===== src/rtl/saa_pkg.sv =====
package saa_pkg;
    typedef enum logic [1:0] {
        PH_IDLE  = 2'd0,
        PH_ARMED = 2'd1,
        PH_ADDRD = 2'd2,
        PH_LAST  = 2'd3
    } phase_e;

    typedef enum logic [1:0] {
        MD_SLAVE = 2'd0,
        MD_MRX   = 2'd1,
        MD_MTX   = 2'd2,
        MD_RSVD  = 2'd3
    } mode_e;

    typedef struct packed {
        phase_e phase;
        logic   rd;
        logic   resp_vld;
        logic   ack_low;
        logic   own_hit;
        logic   gc_hit;
        logic   irq;
    } ctl_s;
endpackage


===== src/rtl/saa_addr_cmp.sv =====
module saa_addr_cmp #(
    parameter int ADDR_W  = 7,
    parameter int GC_CODE = 0,
    localparam int BYTE_W = ADDR_W + 1
) (
    input  logic [BYTE_W-1:0] rx_byte,
    input  logic [ADDR_W-1:0] own_addr,
    input  logic              gc_en,
    input  logic              ack_en,
    output logic              own_match,
    output logic              gc_match,
    output logic              rw_bit
);
    localparam logic [BYTE_W-1:0] GC_VAL = BYTE_W'(GC_CODE);

    logic is_gc;

    always_comb begin
        is_gc     = (rx_byte == GC_VAL);
        gc_match  = ack_en && gc_en && is_gc;
        own_match = ack_en && !is_gc && (rx_byte[BYTE_W-1:1] == own_addr);
        rw_bit    = rx_byte[0];
    end
endmodule


===== src/rtl/saa_ack_sel.sv =====
module saa_ack_sel
    import saa_pkg::*;
(
    input  phase_e phase,
    input  logic   rd,
    input  mode_e  mode,
    input  logic   ack_en,
    input  logic   own_match,
    input  logic   gc_match,
    input  logic   rw_bit,
    input  logic   tx_last,
    output phase_e nxt_phase,
    output logic   nxt_rd,
    output logic   resp,
    output logic   ack,
    output logic   own_o,
    output logic   gc_o,
    output logic   irq
);
    always_comb begin
        nxt_phase = phase;
        nxt_rd    = rd;
        resp      = 1'b0;
        ack       = 1'b0;
        own_o     = 1'b0;
        gc_o      = 1'b0;
        irq       = 1'b0;
        unique case (mode)
            MD_MRX: begin
                resp = 1'b1;
                ack  = ack_en;
                irq  = 1'b1;
            end
            MD_SLAVE: begin
                unique case (phase)
                    PH_ARMED: begin
                        if (own_match || gc_match) begin
                            resp      = 1'b1;
                            ack       = 1'b1;
                            irq       = 1'b1;
                            own_o     = own_match;
                            gc_o      = gc_match;
                            nxt_phase = PH_ADDRD;
                            nxt_rd    = own_match ? rw_bit : 1'b0;
                        end else begin
                            nxt_phase = PH_IDLE;
                            nxt_rd    = 1'b0;
                        end
                    end
                    PH_ADDRD: begin
                        irq = 1'b1;
                        if (!rd) begin
                            resp = 1'b1;
                            ack  = ack_en;
                        end else if (tx_last) begin
                            nxt_phase = PH_LAST;
                        end
                    end
                    default: begin
                    end
                endcase
            end
            default: begin
            end
        endcase
    end
endmodule


===== src/rtl/slv_addr_ack.sv =====
module slv_addr_ack
    import saa_pkg::*;
#(
    parameter int ADDR_W  = 7,
    parameter int GC_CODE = 0,
    localparam int BYTE_W = ADDR_W + 1
) (
    input  logic              clk,
    input  logic              rst_n,
    input  logic [ADDR_W-1:0] own_addr,
    input  logic              gc_en,
    input  logic              ack_en,
    input  logic [1:0]        mode,
    input  logic              start_pulse,
    input  logic              stop_pulse,
    input  logic              byte_done,
    input  logic [BYTE_W-1:0] rx_byte,
    input  logic              tx_last,
    input  logic              irq_clr,
    output logic              resp_vld,
    output logic              ack_low,
    output logic              own_hit,
    output logic              gc_hit,
    output logic              irq_req,
    output logic              addressed,
    output logic              slv_tx,
    output logic              last_st
);
    ctl_s   ctl_d, ctl_q;
    logic   own_match, gc_match, rw_bit;
    phase_e sel_phase;
    logic   sel_rd, sel_resp, sel_ack, sel_own, sel_gc, sel_irq;
    logic   armed;

    saa_addr_cmp #(
        .ADDR_W (ADDR_W),
        .GC_CODE(GC_CODE)
    ) u_cmp (
        .rx_byte  (rx_byte),
        .own_addr (own_addr),
        .gc_en    (gc_en),
        .ack_en   (ack_en),
        .own_match(own_match),
        .gc_match (gc_match),
        .rw_bit   (rw_bit)
    );

    saa_ack_sel u_sel (
        .phase    (ctl_q.phase),
        .rd       (ctl_q.rd),
        .mode     (mode_e'(mode)),
        .ack_en   (ack_en),
        .own_match(own_match),
        .gc_match (gc_match),
        .rw_bit   (rw_bit),
        .tx_last  (tx_last),
        .nxt_phase(sel_phase),
        .nxt_rd   (sel_rd),
        .resp     (sel_resp),
        .ack      (sel_ack),
        .own_o    (sel_own),
        .gc_o     (sel_gc),
        .irq      (sel_irq)
    );

    // Strobe priority: START, then STOP, then byte completion, then irq_clr.
    always_comb begin
        ctl_d          = ctl_q;
        ctl_d.resp_vld = 1'b0;
        ctl_d.ack_low  = 1'b0;
        ctl_d.own_hit  = 1'b0;
        ctl_d.gc_hit   = 1'b0;
        ctl_d.irq      = 1'b0;
        if (start_pulse) begin
            ctl_d.phase = PH_ARMED;
            ctl_d.rd    = 1'b0;
        end else if (stop_pulse) begin
            ctl_d.phase = PH_IDLE;
            ctl_d.rd    = 1'b0;
        end else if (byte_done) begin
            ctl_d.phase    = sel_phase;
            ctl_d.rd       = sel_rd;
            ctl_d.resp_vld = sel_resp;
            ctl_d.ack_low  = sel_ack;
            ctl_d.own_hit  = sel_own;
            ctl_d.gc_hit   = sel_gc;
            ctl_d.irq      = sel_irq;
        end else if (irq_clr && ctl_q.phase == PH_LAST) begin
            ctl_d.phase = PH_IDLE;
            ctl_d.rd    = 1'b0;
        end
    end

    always_ff @(posedge clk or negedge rst_n) begin
        if (!rst_n) begin
            ctl_q <= '{phase: PH_IDLE, default: 1'b0};
        end else begin
            ctl_q <= ctl_d;
        end
    end

    always_comb begin
        resp_vld  = ctl_q.resp_vld;
        ack_low   = ctl_q.ack_low;
        own_hit   = ctl_q.own_hit;
        gc_hit    = ctl_q.gc_hit;
        irq_req   = ctl_q.irq;
        addressed = (ctl_q.phase == PH_ADDRD) || (ctl_q.phase == PH_LAST);
        slv_tx    = addressed && ctl_q.rd;
        last_st   = (ctl_q.phase == PH_LAST);
        armed     = (ctl_q.phase == PH_ARMED);
    end
endmodule


===== config.mk =====
export PLATFORM = sky130hd
export DESIGN_NAME = slv_addr_ack
export DESIGN_NICKNAME = d
export VERILOG_FILES = /design/src/rtl/saa_pkg.sv /design/src/rtl/saa_addr_cmp.sv /design/src/rtl/saa_ack_sel.sv /design/src/rtl/slv_addr_ack.sv
export SDC_FILE = /design/constraint.sdc
export NUM_CORES = 1
export LEC_CHECK = 0
export BUFFER_PORTS_ARGS = -buffer_cell sky130_fd_sc_hd__clkbuf_2
export CAP_MARGIN = 20
export CELL_PAD_IN_SITES_DETAIL_PLACEMENT = 0
export CELL_PAD_IN_SITES_GLOBAL_PLACEMENT = 1
export CORE_MARGIN = 2
export CORE_UTILIZATION = 30
export DETAILED_ROUTE_END_ITERATION = 8
export PLACE_DENSITY = 0.84
export SYNTH_ARGS = -nofsm -noshare
export SYNTH_HDL_FRONTEND = slang
export SYNTH_SLANG_ARGS = --single-unit

===== constraint.sdc =====
create_clock -name clk -period 3.7 [get_ports clk]
set_input_delay 0.74 -clock clk [delete_from_list [all_inputs] [get_ports clk]]
set_output_delay 0.74 -clock clk [all_outputs]
set_load 0.01 [all_outputs]

**Yosys cells after proc, flatten, opt, wreduce, memory -nomap -nowiden**

Cells that the tools add are included.

- Bitwise operators: 0
- $mul: 0
- Add/subtract/negate cells: 0
- Shift operators: 0
- Div/mod/pow operators: 0
- Reductions and logical operators: 14
- Muxes and demuxes: 31
- Equality and inequality tests: 10
- Magnitude comparators: 0

Operators with widths:

| cell | count |
|---|---|
| $mux 5 | 3 |
| $mux 1 | 13 |
| $mux 3 | 4 |
| $pmux 1 s2 | 6 |
| $ne 5x5->1 const B | 2 |
| $logic_not 8->1 | 1 |
| $mux 2 | 4 |
| $ne 4x3->1 const B | 2 |
| $eq 7x7->1 | 1 |
| $logic_and 1x1->1 | 6 |
| $ne 5x3->1 const B | 1 |
| $reduce_and 5->1 | 1 |
| $eq 2x1->1 const B | 2 |
| $eq 2x2->1 const B | 2 |
| $pmux 2 s2 | 1 |
| $reduce_bool 4->1 | 1 |
| $reduce_and 3->1 | 1 |
| $logic_not 2->1 | 1 |
| $logic_or 1x1->1 | 2 |
| $logic_not 1->1 | 1 |

- ROM bits: 0
- Register bits: 8
- Memories: 0
- Bits in writable memories: 0
- Latch bits: 0

**Longest topological paths before layout**

Gate-level depths: netlist of the first run.

- Word-level depth: 11
- Depth in mapped cells: 6

**Hierarchy**

From an unflattened synthesis of the first run, not the netlist that was laid out.

- Cell total of the unflattened synthesis: 72
- Area total of the unflattened synthesis: 649.4 um^2

By module, submodules not included:

| module | cells each | instances | area an instance (um^2) |
|---|---|---|---|
| slv_addr_ack | 30 | 1 | 349.1 |
| saa_ack_sel | 27 | 1 | 188.9 |
| saa_addr_cmp | 15 | 1 | 111.4 |

**Worst setup path before layout of the first run**

Ideal clock, no wire load.

- Path kind: reg-to-output
- Start point: register ctl_q[6] in the netlist's numbering
- End point: output port slv_tx
- Cell stages (with the launch flop): 5
- Buffers on the path: 0
- Setup slack: 1787 ps
- Data required time: 2960 ps
- Data arrival time: 1173 ps
- Path through: dfrtp_1 -> inv_1 -> ha_1 -> or2_2 -> and2_1

- Cells in the longest elaborated chain, start to end: 3

RTL lines:

| item | line | source |
|---|---|---|
| start: declaration | slv_addr_ack.sv:29 | `ctl_s ctl_d, ctl_q;` |
| start signal: assignment | slv_addr_ack.sv:98 | `ctl_q <= ctl_d;` |
| $eq 2x2->1 | slv_addr_ack.sv:108 | `addressed = (ctl_q.phase == PH_ADDRD) \|\| (ctl_q.phase == PH_LAST);` |
| $logic_or 1x1->1 * | slv_addr_ack.sv:108 |  |
| via addressed | slv_addr_ack.sv:25 | `output logic addressed,` |
| $logic_and 1x1->1 * | slv_addr_ack.sv:109 | `slv_tx = addressed && ctl_q.rd;` |
| end: declaration | slv_addr_ack.sv:26 | `output logic slv_tx,` |

The timed path passes the listed nets; every way through them passes the cells marked *.

**Final worst setup path of the first run**

- Start point: register ctl_q[6] in the netlist's numbering
- End point: output port slv_tx

- Cells in the longest elaborated chain, start to end: 3

RTL lines:

| item | line |
|---|---|
| $eq 2x2->1 | slv_addr_ack.sv:108 |
| $logic_or 1x1->1 * | slv_addr_ack.sv:108 |
| $logic_and 1x1->1 * | slv_addr_ack.sv:109 |

Mark *: on every way between the ends. The rest lies on a longest branch, timed or not.

==> impl_metrics.sql, run 1 <==
INSERT INTO impl_metrics (metric_group, metric, value, unit) VALUES
('run', 'maxCapViolCount', '0', ''),
('place', 'estimated_wirelength_of_the_detail_placed_design', '1242', 'um'),
('route', 'route.vias.total', '650', ''),
('route', 'dr.pass1.iters', '4', ''),
('route', 'total_routed_wirelength', '1397', 'um'),
('global_routing', 'grt_pass1_wl', '2525', 'um'),
('power', 'power_per_cell_area', '237.8', 'nW/um2'),
('clock_tree', 'cts_buffer_depth', '2', ''),
('global_routing', 'overflow', '0', ''),
('clock_tree', 'cts.reportedPaths.clkPinSlew', '50', 'ps'),
('route', 'initialDrtViolationCount', '5', ''),
('route', 'routed-wl-met3', '87', 'um'),
('place', 'io_buffer_count', '33', ''),
('floorplanning', 'io_pins', '34', ''),
('clock_tree', 'cts_inserted_buffers', '3', ''),
('run_status', 'status', 'completed', ''),
('timing', 'hold_slack', '327.0', 'ps'),
('cells_and_area', 'post_route_cells_drive_above_1_share', '42.31', '%'),
('yosys', 'synth-warning-count', '0', ''),
('route', 'm1WireLength', '583', 'um'),
('timing', 'fin_crit', '2315', 'ps'),
('yosys', 'yosys-top-cells-area', 'sky130_fd_sc_hd__dfrtp_1 33%, sky130_fd_sc_hd__xnor2_1 10%, sky130_fd_sc_hd__ha_1 6.1%, sky130_fd_sc_hd__inv_1 3.7%, sky130_fd_sc_hd__or4_4 3.7%', ''),
('setup_path', 'critical_path_class', 'reg -> out', ''),
('yosys', 'post-synth-top-area-fraction', '32.65', '%'),
('power', 'design_power_total', '0.1972', 'mW'),
('clock_tree', 'htree_levels', '1', ''),
('route', 'antenna_left', '0', ''),
('yosys', 'yosysTopAreaCell', 'sky130_fd_sc_hd__dfrtp_1', ''),
('route', 'vias_per_cell', '4.962', ''),
('global_routing', 'antenna_found_initial', '0', ''),
('global_routing', 'grt_max_degree', '9', ''),
('route', 'top_routing_layer_in_use', 'met4', ''),
('global_routing', 'number_of_global_route_vias_before_repair', '645', ''),
('cells_and_area', 'finalNetCount', '135', ''),
('setup_path', 'endpoint_class_of_the_critical_path', 'output pin', ''),
('place', 'gp_congestion', '0.7661', ''),
('cells_and_area', 'fill_cells', '213', ''),
('power', 'ir_worst_vdd', '0.08893', 'mV'),
('clock_tree', 'cts.hold.buffers_added', '0', ''),
('floorplanning', 'core_region_area', '1942', 'um2'),
('place', 'dp.cells', '128', ''),
('clock_tree', 'ctsRootBufferMaster', 'sky130_fd_sc_hd__clkbuf_4', ''),
('floorplanning', 'fp.dieArea', '2421', 'um2'),
('setup_path', 'timing.critical_path.fanout_max', '6', ''),
('route', 'avgRoutedWirePerCell', '10.66', 'um'),
('yosys', 'synthesized_area', '613.1', 'um2'),
('cells_and_area', 'n_antenna_cell', '0', ''),
('yosys', 'mappedNetlistNets', '98', ''),
('timing', 'finalClockSkew', '3.382', 'ps'),
('timing', 'period_share', '62.57', '%'),
('timing', 'fin_setup_tns', '0', 'ps'),
('floorplanning', 'die_outline_height', '49.21', 'um'),
('clock_tree', 'cts_setup_buffers', '0', ''),
('floorplanning', 'die_width', '49.21', 'um'),
('timing', 'fmax', '0.4319', 'GHz'),
('setup_path', 'crit_required', '2960', 'ps'),
('global_routing', 'gr-usage-all-layers', '13.41', '%'),
('timing', 'setup_repair_after_global_routing_missed_its_margin', 'no', ''),
('yosys', 'synth_area_per_cell', '8.885', 'um2'),
('yosys', 'synth_edf_count', '0', ''),
('power', 'power_leakage', '0.4078', 'nW'),
('cells_and_area', 'regArea', '200.2', 'um2'),
('timing', 'max_slew_margin', '56.06', '%'),
('cells_and_area', 'leading_cell_type_in_the_layout_fill_and_taps_excluded', 'sky130_fd_sc_hd__clkbuf_2', ''),
('setup_path', 'crit_arrival', '1580', 'ps'),
('yosys', 'synthArstFlopShare', '100.0', '%'),
('setup_path', 'critical_path_launch_point_type', 'flip-flop', ''),
('yosys', 'synth_cell_type_count', '30', ''),
('yosys', 'synthFlopType', 'sky130_fd_sc_hd__dfrtp_1', ''),
('floorplanning', 'std_cell_rows', '16', ''),
('cells_and_area', 'multi_input_area', '385.4', 'um2');
==> synth_stat cells, drive strengths merged, types with 2 or more instances <==
cell   n
dfrtp  8
nor2   5
o21ai  6
ha     3
or4    2
nand3  4
a21oi  5
inv    6
xnor2  7
nand2  4
nand4  3
==> logic make-up after synthesis <==
logic type | count (synthesis) | synth area share, %
compound gates | 17 | 18.98
fa+ha+maj | 3 | 6.123
flops | 8 | 32.65
mux | 1 | 1.633
simple gates | 26 | 26.13
buf+inv | 7 | 4.489
xor+xnor | 7 | 10.00
==> where the power goes <==
part	internal (mW)	total, mW	switching [mW]	leakage (nW)
clock	0.0368	0.0625	0.0257	0.0138
sequential	0.0888	0.0898	0.000938	0.109
combinational	0.0220	0.0449	0.0230	0.285
total	0.148	0.197	0.0496	0.408
==> flip-flops by register name (all words and copies together), names as in the netlist <==
signal,count
resp_vld,1
own_hit,1
gc_hit,1
ctl_q,3
irq_req,1
ack_low,1
==> cell type report <==
class	instances	share of cell area [%]
multi-input cells	54	46.46
flip-flops and latches	8	24.13
repair buffers	33	19.91
well taps	27	4.072
clock buffers	3	2.715
inverters	6	2.715
==> routing by layer <==
metal	up-vias	global-route usage [%]
met5	-	0
met4	0	8.571
met3	2	2.454
met2	26	22.97
met1	303	15.12
li1	319	-
==> worst paths after layout <==
kind	startpoint	endpoint	slack [ps]	depth (start not counted)
worst max register to register	ctl_q[6]	ack_low	2210	6
max in group asynchronous	rst_n	ack_low	3200	1
min in group clk	ctl_q[6]	ctl_q[6]	610	2
worst min-delay path	rst_n	irq_req	330	1
worst min register to register	ctl_q[6]	ctl_q[6]	610	2
worst max-delay path	ctl_q[6]	slv_tx	1380	5
==> critical path: stages (launching register included) <==
cell                       delay, ps
sky130_fd_sc_hd__dfrtp_1         380
sky130_fd_sc_hd__inv_1            80
sky130_fd_sc_hd__ha_1            280
sky130_fd_sc_hd__or2_2           320
sky130_fd_sc_hd__and2_1          150
sky130_fd_sc_hd__clkbuf_2        120
==> stage by stage <==
step	util (%)	setup slack (ps)	instance area (um2)
floorplan	-	1787	613.1
global placement	41.56	1672	807.0
detailed placement	41.56	1649	807.0
CTS	42.72	1375	829.5
global route	42.72	1309	829.5
finish	42.72	1385	829.5
Power figures use the tool's default switching activity.
==> run 2: changes to the inputs <==
ABC_AREA = 1   (was default)
CORE_UTILIZATION = 26   (was 30)
PLACE_DENSITY = 0.81   (was 0.84)
clock period = 2.1 ns   (was 3.7 ns; I/O delays follow)
==> impl_metrics.sql, run 2 <==
INSERT INTO impl_metrics (metric_group, metric, value, unit) VALUES
('global_routing', 'grt_max_degree', '9', ''),
('yosys', 'ys_ff_latch', '8', ''),
('yosys', 'yosys-top-cells-area', 'sky130_fd_sc_hd__dfrtp_1 30%, sky130_fd_sc_hd__nand2_1 22%, sky130_fd_sc_hd__inv_1 14%, sky130_fd_sc_hd__nor2_1 6.1%, sky130_fd_sc_hd__ha_1 5.5%', ''),
('timing', 'max_slew_margin', '77.63', '%'),
('global_routing', 'overflow', '0', ''),
('run', 'maxCapViolCount', '0', ''),
('clock_tree', 'ctsRootBufferMaster', 'sky130_fd_sc_hd__clkbuf_4', ''),
('hold_path', 'min_path_cells', '3', ''),
('floorplanning', 'initial_core_util', '27.37', '%'),
('place', 'estimated_wirelength_of_the_detail_placed_design', '1405', 'um'),
('cells_and_area', 'n_antenna_cell', '0', ''),
('floorplanning', 'die_outline_height', '55.07', 'um'),
('setup_path', 'critical_path.reg2reg.endpoint', 'ctl_q[7]', ''),
('yosys', 'synth_commonest_cells', '39 x sky130_fd_sc_hd__nand2_1, 26 x sky130_fd_sc_hd__inv_1, 11 x sky130_fd_sc_hd__nor2_1, 8 x sky130_fd_sc_hd__dfrtp_1, 6 x sky130_fd_sc_hd__a21oi_1', ''),
('timing', 'fmax', '0.5545', 'GHz'),
('yosys', 'post_synth_inst_count', '112', ''),
('yosys', 'synthFlopType', 'sky130_fd_sc_hd__dfrtp_1', ''),
('setup_path', 'crit_required', '1680', 'ps'),
('route', 'initialDrtViolationCount', '5', ''),
('global_routing', 'met3_track_demand_over_resource_in_global_routing', '2.688', '%'),
('floorplanning', 'std_cell_rows', '18', ''),
('setup_path', 'critical_path_class', 'reg -> out', ''),
('setup_path', 'cp_cell_sequence', 'inv_1 -> ha_1 -> inv_1 -> a21oi_1 -> clkbuf_2', ''),
('power', 'ir_worst_vdd', '0.2300', 'mV'),
('clock_tree', 'cts_buffer_depth', '2', ''),
('place', 'io_buffer_count', '33', ''),
('clock_tree', 'tritoncts_clock_tree', 'yes', ''),
('cells_and_area', 'post_route_cells_drive_above_1_share', '28.86', '%'),
('hold_path', 'worst_hold_startpoint', 'rx_byte[0]', ''),
('setup_path', 'crit_arrival', '1380', 'ps'),
('global_routing', 'groute.layer.met2.usage', '24.21', '%'),
('power', 'power_leakage', '0.5723', 'nW'),
('route', 'vias_per_cell', '4.346', ''),
('yosys', 'post-synth-top-area-fraction', '29.52', '%'),
('yosys', 'synth_edf_count', '0', ''),
('timing', 'setup_viol_count_final', '0', ''),
('global_routing', 'number_of_global_route_vias_before_repair', '716', ''),
('cells_and_area', 'largest-register', 'ctl_q', ''),
('yosys', 'yosysTopAreaCell', 'sky130_fd_sc_hd__dfrtp_1', ''),
('cells_and_area', 'most_used_cells_in_the_layout_excluding_fill_and_tap_cells', '39 x sky130_fd_sc_hd__nand2_1, 33 x sky130_fd_sc_hd__clkbuf_2, 26 x sky130_fd_sc_hd__inv_1', ''),
('setup_path', 'r2r_start', 'ctl_q[6]', ''),
('global_routing', 'antenna_found_initial', '0', ''),
('clock_tree', 'cts_sinks', '8', ''),
('setup_path', 'slowest_delay', '410', 'ps'),
('setup_path', 'endpoint_class_of_the_critical_path', 'output pin', ''),
('floorplanning', 'io_pins', '34', ''),
('global_routing', 'grt.met1_usage', '12.97', '%'),
('setup_path', 'rrSetupSlack', '620', 'ps'),
('cells_and_area', 'finalNetCount', '180', ''),
('hold_path', 'whs_endpoint', 'ctl_q[5]', ''),
('cells_and_area', 'largest_register_ff_count', '3', ''),
('floorplanning', 'core_region_area', '2477', 'um2'),
('clock_tree', 'clkLatencyLatePin', '260', 'ps'),
('yosys', 'synth-warning-count', '0', ''),
('timing', 'maxSlewViolCount', '0', ''),
('timing', 'fin_setup_tns', '0', 'ps'),
('setup_path', 'critical_path_launch_point_type', 'flip-flop', ''),
('timing', 'worst-slew-pin-transition', '330.8', 'ps'),
('yosys', 'synth.most_common_cell', 'sky130_fd_sc_hd__nand2_1', ''),
('cells_and_area', 'fill_cells', '283', ''),
('global_routing', 'grt_pass1_wl', '2787', 'um'),
('global_routing', 'gr-usage-all-layers', '12.81', '%'),
('route', 'route.vias.total', '778', ''),
('timing', 'worst_slack', '296.7', 'ps'),
('place', 'gp_congestion', '0.8586', ''),
('timing', 'fin_crit', '1803', 'ps'),
('place', 'dpl_worst_slack', '581.1', 'ps'),
('clock_tree', 'cts_setup_buffers', '0', ''),
('route', 'drt_drc_violations_left', '0', ''),
('yosys', 'synth_cell_type_count', '16', ''),
('power', 'power_per_cell_area', '402.8', 'nW/um2'),
('floorplanning', 'fp.dieArea', '3033', 'um2'),
('setup_path', 'worst_path_max_delay_cell', 'sky130_fd_sc_hd__dfrtp_1', ''),
('cells_and_area', 'leading_cell_type_in_the_layout_fill_and_taps_excluded', 'sky130_fd_sc_hd__nand2_1', ''),
('timing', 'finalClockSkew', '2.523', 'ps'),
('route', 'antenna_left', '0', ''),
('route', 'dr.pass1.iters', '4', ''),
('yosys', 'yosysSeqAreaShare', '29.52', '%'),
('floorplanning', 'die_width', '55.07', 'um'),
('route', 'total_routed_wirelength', '1609', 'um'),
('clock_tree', 'cts.reportedPaths.clkPinSlew', '60', 'ps'),
('yosys', 'mappedNetlistNets', '141', ''),
('clock_tree', 'htree_levels', '1', ''),
('run_status', 'status', 'completed', ''),
('timing', 'setup_repair_after_global_routing_missed_its_margin', 'no', ''),
('setup_path', 'r2r.worst_path.cells', '9', ''),
('setup_path', 'timing.critical_path.fanout_max', '5', ''),
('route', 'avgRoutedWirePerCell', '8.989', 'um'),
('timing', 'finalHoldViolations', '0', ''),
('yosys', 'synthArstFlopShare', '100.0', '%'),
('global_routing', 'busiest_layer', 'met2', ''),
('timing', 'period_share', '85.87', '%'),
('cells_and_area', 'area.growth.synth_to_final', '34.69', '%'),
('hold_path', 'min_path_type', 'in -> reg', ''),
('setup_path', 'critical-path-top-cell-by-count', 'sky130_fd_sc_hd__inv_1', ''),
('yosys', 'synth_area_per_cell', '6.055', 'um2'),
('yosys', 'synthesized_area', '678.2', 'um2'),
('clock_tree', 'cts_inserted_buffers', '3', '');
run 2: cell types whose count changed after synthesis, sizes merged, moves of 2 or more:
cell	change
xnor2	-7
or4	-2
inv	+20
nand2	+37
o21ai	-2
nand4	-2
nor2	+8
run 2: critical path, delay by kind of cell, from the launching register on:
kind,cells,cell delay [ps]
DFF,1,410
buffers and inverters,3,340
adders and majority gates,1,220
AOI/OAI and AO/OA,1,150
run 2: worst max path at each step:
stage | startpoint | end | slack [ps]
finish | ctl_q[6] | slv_tx | 300
global route | ctl_q[6] | slv_tx | 220
CTS | ctl_q[6] | slv_tx | 290
detailed placement | ctl_q[6] | slv_tx | 580
global placement | start_pulse | ctl_q[7] | 630
floorplan | ctl_q[6] | slv_tx | 720
run 2: layout make-up:
cell class                      instances  area [um2]  area share, %
Inverter                               26       97.59          10.68
Clock buffer                            3       22.52          2.466
Timing Repair Buffer                   34       175.2          19.18
Tap cell                               30       37.54          4.110
Sequential cell                         8       200.2          21.92
Multi-Input combinational cell         78       380.4          41.64
run 2: stage by stage:
stage | cell area [um2] | power, mW | instances | hold WS (ps) | util (%)
2_1_floorplan | 678.2 | 0.2041 | 112 | 124.4 | -
3_3_place_gp | 880.8 | 0.2448 | 175 | 275.5 | 35.56
3_5_place_dp | 880.8 | 0.2452 | 175 | 280.2 | 35.56
4_1_cts | 913.4 | 0.3772 | 179 | 400.0 | 36.87
5_1_grt | 913.4 | 0.3978 | 179 | 408.4 | 36.87
6_report | 913.4 | 0.3679 | 179 | 406.9 | 36.87
run 2: repair_timing:
action	CTS	global route
hold buffers	1	0
gates resized for setup	0	0
hold endpoints to repair	8	0
run 2: where the power goes:
group          total [mW]  internal, mW  switching, mW
combinational      0.0828        0.0364         0.0465
sequential          0.160         0.157        0.00259
clock               0.126        0.0659         0.0596
total               0.368         0.259          0.109
run 2: kinds of logic (layout without fill, tap and decap cells):
kind of cell | after synthesis | after routing | synth area share (%)
buffers and inverters | 26 | 63 | 14.39
DFF | 8 | 8 | 29.52
AOI/OAI and AO/OA | 12 | 12 | 9.595
adders and majority gates | 3 | 3 | 5.536
and+or+nand+nor | 63 | 63 | 40.96
run 2: routing by layer:
layer	routed length [um]	vias to the layer above
met2	792	26
met1	688	338
met3	112	4
met4	16	0
li1	-	410
met5	0	-
